File: src/rtl/usr_pkg.sv
`timescale 1ns/1ps
package usr_pkg;
  typedef enum logic [1:0] {
    MODE_HOLD = 2'b00,
    MODE_UP   = 2'b01,
    MODE_DOWN = 2'b10,
    MODE_LOAD = 2'b11
  } shift_mode_e;
endpackage

File: src/rtl/usr_mode_dec.sv
`timescale 1ns/1ps
module usr_mode_dec
  import usr_pkg::*;
(
  input  logic        sel_lo,
  input  logic        sel_hi,
  output shift_mode_e mode,
  output logic        is_load
);
  always_comb begin
    mode    = shift_mode_e'({sel_hi, sel_lo});
    is_load = (mode == MODE_LOAD);
  end
endmodule

File: src/rtl/usr_pad_ctrl.sv
`timescale 1ns/1ps
module usr_pad_ctrl (
  input  logic en_a_n,
  input  logic en_b_n,
  input  logic is_load,
  output logic pad_oe
);
  // Drivers turn on only when both enables are asserted and no load is underway
  assign pad_oe = ~en_a_n & ~en_b_n & ~is_load;
endmodule

File: src/rtl/usr_stage_cell.sv
`timescale 1ns/1ps
module usr_stage_cell
  import usr_pkg::*;
(
  input  logic        clk,
  input  logic        clr_n,
  input  shift_mode_e mode,
  input  logic        from_lower,
  input  logic        from_upper,
  input  logic        par_bit,
  output logic        q
);
  always_ff @(posedge clk or negedge clr_n) begin
    if (!clr_n) begin
      q <= 1'b0;
    end else begin
      unique case (mode)
        MODE_HOLD: q <= q;
        MODE_UP:   q <= from_lower;
        MODE_DOWN: q <= from_upper;
        MODE_LOAD: q <= par_bit;
      endcase
    end
  end
endmodule

File: src/rtl/ushift_mux_io.sv
`timescale 1ns/1ps
module ushift_mux_io
  import usr_pkg::*;
#(
  parameter int WIDTH = 8
) (
  input  logic             clk,
  input  logic             clr_n,
  input  logic             sel_lo,
  input  logic             sel_hi,
  input  logic             en_a_n,
  input  logic             en_b_n,
  input  logic             ser_up_in,
  input  logic             ser_down_in,
  input  logic [WIDTH-1:0] pad_in,
  output logic [WIDTH-1:0] pad_out,
  output logic             pad_oe,
  output logic             end_lo,
  output logic             end_hi
);
  localparam int TOP = WIDTH - 1;

  shift_mode_e      mode;
  logic             is_load;
  logic [WIDTH-1:0] q;

  usr_mode_dec u_dec (
    .sel_lo  (sel_lo),
    .sel_hi  (sel_hi),
    .mode    (mode),
    .is_load (is_load)
  );

  usr_pad_ctrl u_pad (
    .en_a_n  (en_a_n),
    .en_b_n  (en_b_n),
    .is_load (is_load),
    .pad_oe  (pad_oe)
  );

  for (genvar i = 0; i < WIDTH; i++) begin : g_stage
    logic lower_src;
    logic upper_src;
    if (i == 0) begin : g_first
      assign lower_src = ser_up_in;
    end else begin : g_mid_lo
      assign lower_src = q[i-1];
    end
    if (i == TOP) begin : g_last
      assign upper_src = ser_down_in;
    end else begin : g_mid_hi
      assign upper_src = q[i+1];
    end
    usr_stage_cell u_cell (
      .clk        (clk),
      .clr_n      (clr_n),
      .mode       (mode),
      .from_lower (lower_src),
      .from_upper (upper_src),
      .par_bit    (pad_in[i]),
      .q          (q[i])
    );
  end

  assign pad_out = q;
  assign end_lo  = q[0];
  assign end_hi  = q[TOP];

  // hold keeps contents
  assert_hold_keeps_R1: assert property (@(posedge clk) disable iff (!clr_n)
    ({sel_hi, sel_lo} == 2'b00) |=> (pad_out == $past(pad_out)));
  // shift up
  assert_shift_up_R2: assert property (@(posedge clk) disable iff (!clr_n)
    ({sel_hi, sel_lo} == 2'b01) |=> (pad_out == {$past(pad_out[TOP-1:0]), $past(ser_up_in)}));
  // shift down
  assert_shift_down_R3: assert property (@(posedge clk) disable iff (!clr_n)
    ({sel_hi, sel_lo} == 2'b10) |=> (pad_out == {$past(ser_down_in), $past(pad_out[TOP:1])}));
  // parallel capture
  assert_load_capture_R4: assert property (@(posedge clk) disable iff (!clr_n)
    ({sel_hi, sel_lo} == 2'b11) |=> (pad_out == $past(pad_in)));
  // drivers off during load
  assert_load_hiz_R5: assert property (@(posedge clk)
    (sel_hi && sel_lo) |-> !pad_oe);
  // drivers on when both enables asserted outside load
  assert_drive_on_R6: assert property (@(posedge clk)
    (!en_a_n && !en_b_n && !(sel_hi && sel_lo)) |-> pad_oe);
  // clear holds register at zero
  assert_clear_zero_R7: assert property (@(posedge clk)
    !clr_n |-> (pad_out == '0));
endmodule

File: config.mk
export PLATFORM = sky130hd
export DESIGN_NAME = ushift_mux_io
export DESIGN_NICKNAME = d
export VERILOG_FILES = /design/src/rtl/usr_pkg.sv /design/src/rtl/usr_mode_dec.sv /design/src/rtl/usr_pad_ctrl.sv /design/src/rtl/usr_stage_cell.sv /design/src/rtl/ushift_mux_io.sv
export SDC_FILE = /design/constraint.sdc
export NUM_CORES = 1
export LEC_CHECK = 0
export BUFFER_PORTS_ARGS = -buffer_cell sky130_fd_sc_hd__buf_2
export CAP_MARGIN = 20
export CORE_MARGIN = 1
export CORE_UTILIZATION = 25
export DETAILED_ROUTE_END_ITERATION = 8
export PLACE_DENSITY = 0.6
export SETUP_SLACK_MARGIN = 0.05
export SYNTH_ARGS = -nofsm -noshare
export SYNTH_HDL_FRONTEND = slang
export SYNTH_HIERARCHICAL = 1
export SYNTH_SLANG_ARGS = --single-unit
File: constraint.sdc
create_clock -name clk -period 1.35 [get_ports clk]
set_input_delay 0.2025 -clock clk [delete_from_list [all_inputs] [get_ports clk]]
set_output_delay 0.2025 -clock clk [all_outputs]
set_load 0.02 [all_outputs]
==> results of run 1 <==
-- cells in the mapped netlist (all sizes together) --
master,count,area (sq um)
dfrtp,8,200
and2,1,6.26
mux4,8,180
buf,10,75.1
nor3,1,10.0
-- metrics by stage --
stage	worst slack (ns)	cell area (sq um)	util	instances	total power, mW
after floorplan	0.300	472	-	28	0.595
after global placement	0.225	558	0.320	69	0.622
after detailed placement	0.197	558	0.320	69	0.627
after CTS	0.282	591	0.338	73	0.813
after global routing	0.220	591	0.338	73	0.842
final	0.301	591	0.338	73	0.796
-- per-layer routing --
metal	up-vias	global-route usage	part of all wire
li1	141	-	-
met1	151	0.112	0.43
met2	18	0.131	0.47
met3	0	0.0278	0.10
met4	0	0.0545	0
met5	-	0	0
-- cells by family after synthesis --
logic type             Yosys count
muxes                            8
buffers and inverters           10
and+or+nand+nor                  2
DFF                              8
-- power by group --
group	switching [mW]	internal [mW]	total [mW]
Combinational	0.136	0.141	0.278
Clock	0.0748	0.101	0.176
Sequential	0.0500	0.292	0.342
Total	0.261	0.535	0.796
-- worst max-delay path by stage --
stage / from / endpoint / cells after the start
after detailed placement: sel_lo / g_stage[6].u_cell/q / 2
after global routing: sel_lo / pad_oe / 4
after global placement: sel_lo / g_stage[2].u_cell/q / 2
after floorplan: g_stage[7].u_cell/q / g_stage[6].u_cell/q / 1
final: sel_lo / pad_oe / 4
after CTS: sel_lo / pad_oe / 4
-- cell usage in the layout, fill, tap and decap left out --
cell type and n:
dlygate4sd3_1 1, dfrtp_1 8, and2_1 1, nor3_2 1, clkbuf_4 3, buf_2 26
mux4_2 8
-- area by class of cell --
| type | count | area (sq um) |
|---|---|---|
| Clock buffer | 3 | 22.5 |
| Tap cell | 25 | 31.3 |
| Multi-Input combinational cell | 10 | 196 |
| Sequential cell | 8 | 200 |
| Fill cell | 179 | 1150 |
| Timing Repair Buffer | 27 | 140 |
-- what timing repair did --
item	CTS	global route
buffers inserted	0	0
hold buffers	1	0
hold endpoints to repair	8	0
resized for setup	0	0
==> results.txt, run 1 <==
* Max-cap violation count: 0
* Compound-cell area share of the yosys netlist: 0
* Count of cells along the worst hold path: 2
* Hold Path Sink: g_stage[0].u_cell/q
- The floorplan has 15 rows.
- The mapped netlist covers about 470 sq um.
- Post-route ant nets: 0
- After detailed routing, the total wire length is just over 800 microns.
* Transition at the pin with the smallest max-transition slack: 0.268 ns
* Most frequent CP cell: buf_2
* Highest net fanout along the worst path: 9
- Wire per inst: roughly 11 microns
- VDD sags by at most roughly 0.45 mV.
* DRC violation total after the first TritonRoute iteration: 1
* Kind of end point of the critical path: output pin
- Class of the worst hold path: in -> reg
- Type of the setup path with the least slack: in -> out
- Antenna violations before repair: 0
* Synthesized instance count: 28
- For this design, the sink count on the clock tree is 8.
* Vias per cell: between 4 and 5
- CP startpoint kind: input pin
- The die covers just over 2000 sq um.
- Of the total synthesized cell area, the portion taken by XOR and XNOR cells is 0.
- Relative to the synthesized area, the layout overhead comes to 25.2%.
- Number of detailed-routing iterations run before antenna repair: 2
* Static leakage: approximately 0.27 nW
- TritonCTS built the clock tree.
* Die Ht: 45.4 microns
- Gr ovfl total: 0
* Clock edge transition at the registers on the reported setup and hold paths: 0.05 ns
* Worst R2R Start: g_stage[4].u_cell/q
- Syn_area_per_cell: about 17 sq um
- Part of the cycle the worst path needs: 0.777
- The number of global-route vias before repair was ~300.
* Via count: 310
- The first global-routing pass estimated ~1.2 mm of wire.
- After synthesis the netlist holds a flip-flop and latch count of 8.
- Ratio of total power to cell area: about 1300 nW/um^2
* Buffers on Ports: 26
- Hold slack final: ~0.27 ns
* Worst path buffer plus inverter count: 2
- Starting utilization of the core area: 0.270
* Global router's overall resource usage: 0.0886
- Setup violations remaining at the end of the flow were counted as 0.
- Final Skew: 0.000809 ns
- The number of pins exceeding their max-slew limit in the final report came to 0.
* # diodes: 0
* Number of remaining DRC errors: 0
- Number of H-tree levels: 1
* Reg-to-reg slack, setup: about 0.34 ns
- Timing would allow up to roughly 0.95 GHz.
- Die Width: 45.4 microns
- Clk root buf: clkbuf_4
- Startpoint of the most critical hold path: pad_in[0]
- The flow ran to the end, and the final reports show no timing, DRC or antenna violations.
- For the worst-skew pair, the clock arrives at the later sink with an insertion delay of approximately 0.24 ns.
- Headroom to the max-slew limit: 0.821
- WP data required: 1.15 ns
* Largest net degree at the start of global routing: 10
* Final hold violation count: 0
- Post-synthesis share of cell area spent on full adders, half adders and majority gates: 0
- After floorplanning, the core was sized to cover roughly 1700 sq um.
- Biggest registers after layout: g_stage.u_cell/q x8
- The endpoint identified for the worst register-to-register timing path is g_stage[3].u_cell/q.
* Critical path arrival: ~0.85 ns
* Largest family of logic cells by synthesized area: multiplexers
- Setup total negative slack: 0 ns
- Post-Syn Nets: 44
- During synthesis, Yosys emitted a total of 6 warnings.
- Of the total synthesized cell area, the portion taken by AND, OR, NAND and NOR gates is 0.0345.
- Number of buffers inserted during clock tree synthesis: 3
- For this design, the slowest cell found on the critical path is buf_2.
- Number of cells on the worst reg-to-reg path: 1
* Largest Register: g_stage.u_cell/q
- On the worst path, the slowest cell contributes a delay of between 0.15 and 0.2 ns.
* Number of buffers on the longest clock path: 2
- Seq/Total Area, Yosys: 0.424
- The congestion estimate from routability-driven global placement came to 0.641.
- The worst path needs between 1 and 1.5 ns of the cycle, external delays included.
* Unrepaired setup endpoints after global routing: no
* Number of flip-flops under the largest register name: 8
- Cell chain of the critical path: buf_2 > and2_1 > nor3_2 > buf_2
- Top cell family by delay on the critical path: buffers and inverters
- Mux contribution to synthesized area: 0.382
- The synthesized netlist contains 5 unique library cells.
- During I/O placement, the number of pins put on the boundary was 27.
- After the last flow step, the layout net total stands at 66.
- Layout cell share with drive strength beyond 1: 0.792
Note: power is estimated with default switching activity, not from simulation.
==> run 2: changes to the inputs <==
Settings changed: PLACE_DENSITY 0.6 to 0.62.
Clock period 1.35 ns to 0.9 ns, I/O delays scaled along.
==> results.txt, run 2 (synthesis results as in run 1) <==
- Outcome: finished, violations left
- The checks that failed: setup timing.
- The clock network fraction of design power came to 0.189 (-0.032).
- Final standard cell count with taps included and fillers excluded: 80 (+9.6%)
- Number of detailed-routing iterations run before antenna repair: 2 (unchanged)
- The transition time at the pin with the least slew margin was 0.177 ns (-0.0909 ns).
- The static leakage was 0.340 nW (+26%).
- The worst hold slack came to 0.151 ns (-0.119 ns).
- Max-cap violation count: 0 (unchanged)
- The floorplan core area is 1750 sq um (unchanged).
- Number of flip-flops under the largest register name: 8 (unchanged)
* Wire per inst: 13.6 microns (+21%)
* Headroom to the max-slew limit: 0.882 (+0.0606)
- The clock slew at the register clock pins of the worst setup and hold paths was 0.06 ns (about the same).
- The total instance count after detailed placement was 73 (+5.8%).
* Maximum VDD drop: 1.02 mV (+130%)
- Wire length of the first global-routing pass: 1.68 mm (+38%)
* Cell area after placement: 591 sq um (+5.8%)
- The layout net count came to 72 (+9.1%).
- The initial standard-cell utilization of the core was 0.270 (unchanged).
- Number of global-route vias before repair: 345 (+16%)
* Post-route ant nets: 0 (unchanged)
* Final hold violation count: 0 (unchanged)
- Unrepaired setup endpoints after global routing: yes
- Counting I/O delays and the setup requirement, the final critical path takes about 1.0 ns.
* Most common cell after layout, fill and taps aside: buf_6
- The number of levels in the clock H-tree came to 1 (unchanged).
- Final number of max-transition violations: 0 (unchanged)
- Setup violations, final: 18 (+18)
- TritonCTS built the clock tree.
- Combinational group share of total power: 0.444 (+0.095)
- Number of buffers inserted during clock tree synthesis: 3 (unchanged)
- Via count: 339 (+9.4%)
- CP startpoint kind: flop
- The detailed-route vias per instance is 4.24 (-0.21%).
- The register with the most flip-flops in the final layout is g_stage.u_cell/q.
- Clock latency of the later-clocked register in the worst-skew pair: 0.24 ns (about the same)
* Ratio of total power to cell area: 1930 nW/um^2 (+43%)
- In this run the worst hold path is classified as in -> reg.
- Dpl ws: -0.204 ns (-0.400 ns)
- The number of remaining DRC errors came to 0 (unchanged).
* Sequential power share: 0.367 (-0.063)
- The global placer's final weighted congestion was 0.701 (+9.4%).
* Critical path arrival: 0.91 ns (+0.06 ns)
- The total die area came to 2060 sq um (unchanged).
- The final design utilization was 0.438 (+0.0996).
- Int Pwr: 1.02 mW (+91%)
* Global router's overall resource usage: 0.124 (+0.0353)
* Area Growth Syn to Fin: 62.1%
* Die Width: 45.4 microns (unchanged)
- Gr ovfl total: 0 (unchanged)
- The critical path in this run is classified as reg -> out.
- The placement row count was 15 (unchanged).
- Switching power: 0.450 mW (+72%)
- Dividing the final minimum period by the clock period gives 1.16.
- The data required time of the critical path was 0.76 ns (-0.39 ns).
* Sink count of the clock tree: 8 (unchanged)
- Clk root buf: clkbuf_4
* # diodes: 0 (unchanged)
* DRC violation total after the first TritonRoute iteration: 1 (unchanged)
* Io pins: 27 (unchanged)
* Top achievable clock speed: about 0.96 GHz
* Highest net fanout along the worst path: 4 (-5)
* Post-route worst setup slack: -0.146 ns (-0.447 ns)
* Number of buffers on the longest clock path: 2 (unchanged)
- Setup total negative slack: -1.94 ns (-1.94 ns)
* Die Ht: 45.4 microns (unchanged)
- Largest net degree at the start of global routing: 10 (unchanged)
- Buffers on Ports: 26 (unchanged)
- Detailed-route wire length: 1.08 mm (+32%)
- Final Skew: 0.00608 ns (+0.00527 ns)
- Leaving out fill and tap cells, the most frequent cells in the layout are buf_6 (15), buf_2 (13), mux4_2 (8), dfrtp_1 (6), clkbuf_4 (3).
- The ratio of cells with drive above 1 in the final layout was 0.855 (+0.0629).
* Biggest registers after layout: g_stage.u_cell/q x8
- Switching Share: 0.305 (-0.0227)
- Antenna violations before repair: 0 (unchanged)
- Total Power Consumption: 1.47 mW (+85%)
- The design area is 764 sq um (+29%).
- Kind of end point of the critical path: output pin
[run 2: cell types whose count changed in the layout (fill, tap and decap cells not counted), moves of 2 or more]
| cell | delta |
|---|---|
| buf_2 | -13 |
| buf_4 | +2 |
| buf_6 | +15 |
| buf_12 | +2 |
| dfrtp_2 | +2 |
| dfrtp_1 | -2 |
[run 2: path summary, 6_finish.rpt]
path / endpoint / start / depth (start not counted) / slack, ns
max in group asynchronous: g_stage[7].u_cell/q / clr_n / 2 / 0.46
min in group asynchronous: g_stage[1].u_cell/q / clr_n / 2 / 0.26
worst min-delay path: g_stage[0].u_cell/q / sel_hi / 2 / 0.15
worst max register to register: g_stage[6].u_cell/q / g_stage[7].u_cell/q / 1 / -0.13
worst max-delay path: pad_out[4] / g_stage[4].u_cell/q / 2 / -0.15
worst min register to register: g_stage[0].u_cell/q / g_stage[0].u_cell/q / 1 / 0.63
[run 2: what timing repair did]
| item | 4_1_cts | 5_1_grt |
|---|---|---|
| hold buffers | 1 | 0 |
| resized for setup | 28 | 8 |
| endpoints found under the setup margin | 19 | 19 |
| buffers inserted | 0 | 2 |
| pin swaps | 0 | 2 |
| hold endpoints to repair | 8 | 0 |
[run 2: power by group through the flow]
| stage | registers (mW) | logic [mW] | clock network (mW) |
|---|---|---|---|
| finish | 0.540 | 0.654 | 0.279 |
| global placement | 0.521 | 0.465 | 0 |
| CTS | 0.542 | 0.629 | 0.299 |
| detailed placement | 0.529 | 0.476 | 0 |
| floorplan | 0.520 | 0.376 | 0 |
| global route | 0.556 | 0.692 | 0.317 |
[run 2: routing by layer]
metal  vias to the layer above  global-route usage  part of all wire
met5                         -                   0                 0
met4                         0              0.0364                 0
met3                         0              0.0397             0.090
met2                        22               0.183              0.52
met1                       161               0.174              0.39
li1                        156                   -                 -
[run 2: area by class of cell]
class / count / area, sq um
clock buffers: 4 / 26.3
fillers: 169 / 981
multi-input cells: 10 / 205
flip-flops and latches: 8 / 203
well taps: 25 / 31.3
repair buffers: 33 / 299
[run 2: worst max-delay path: stages (launching register included)]
cell and delay (ns):
dfrtp_1 0.42, buf_6 0.14, buf_6 0.12
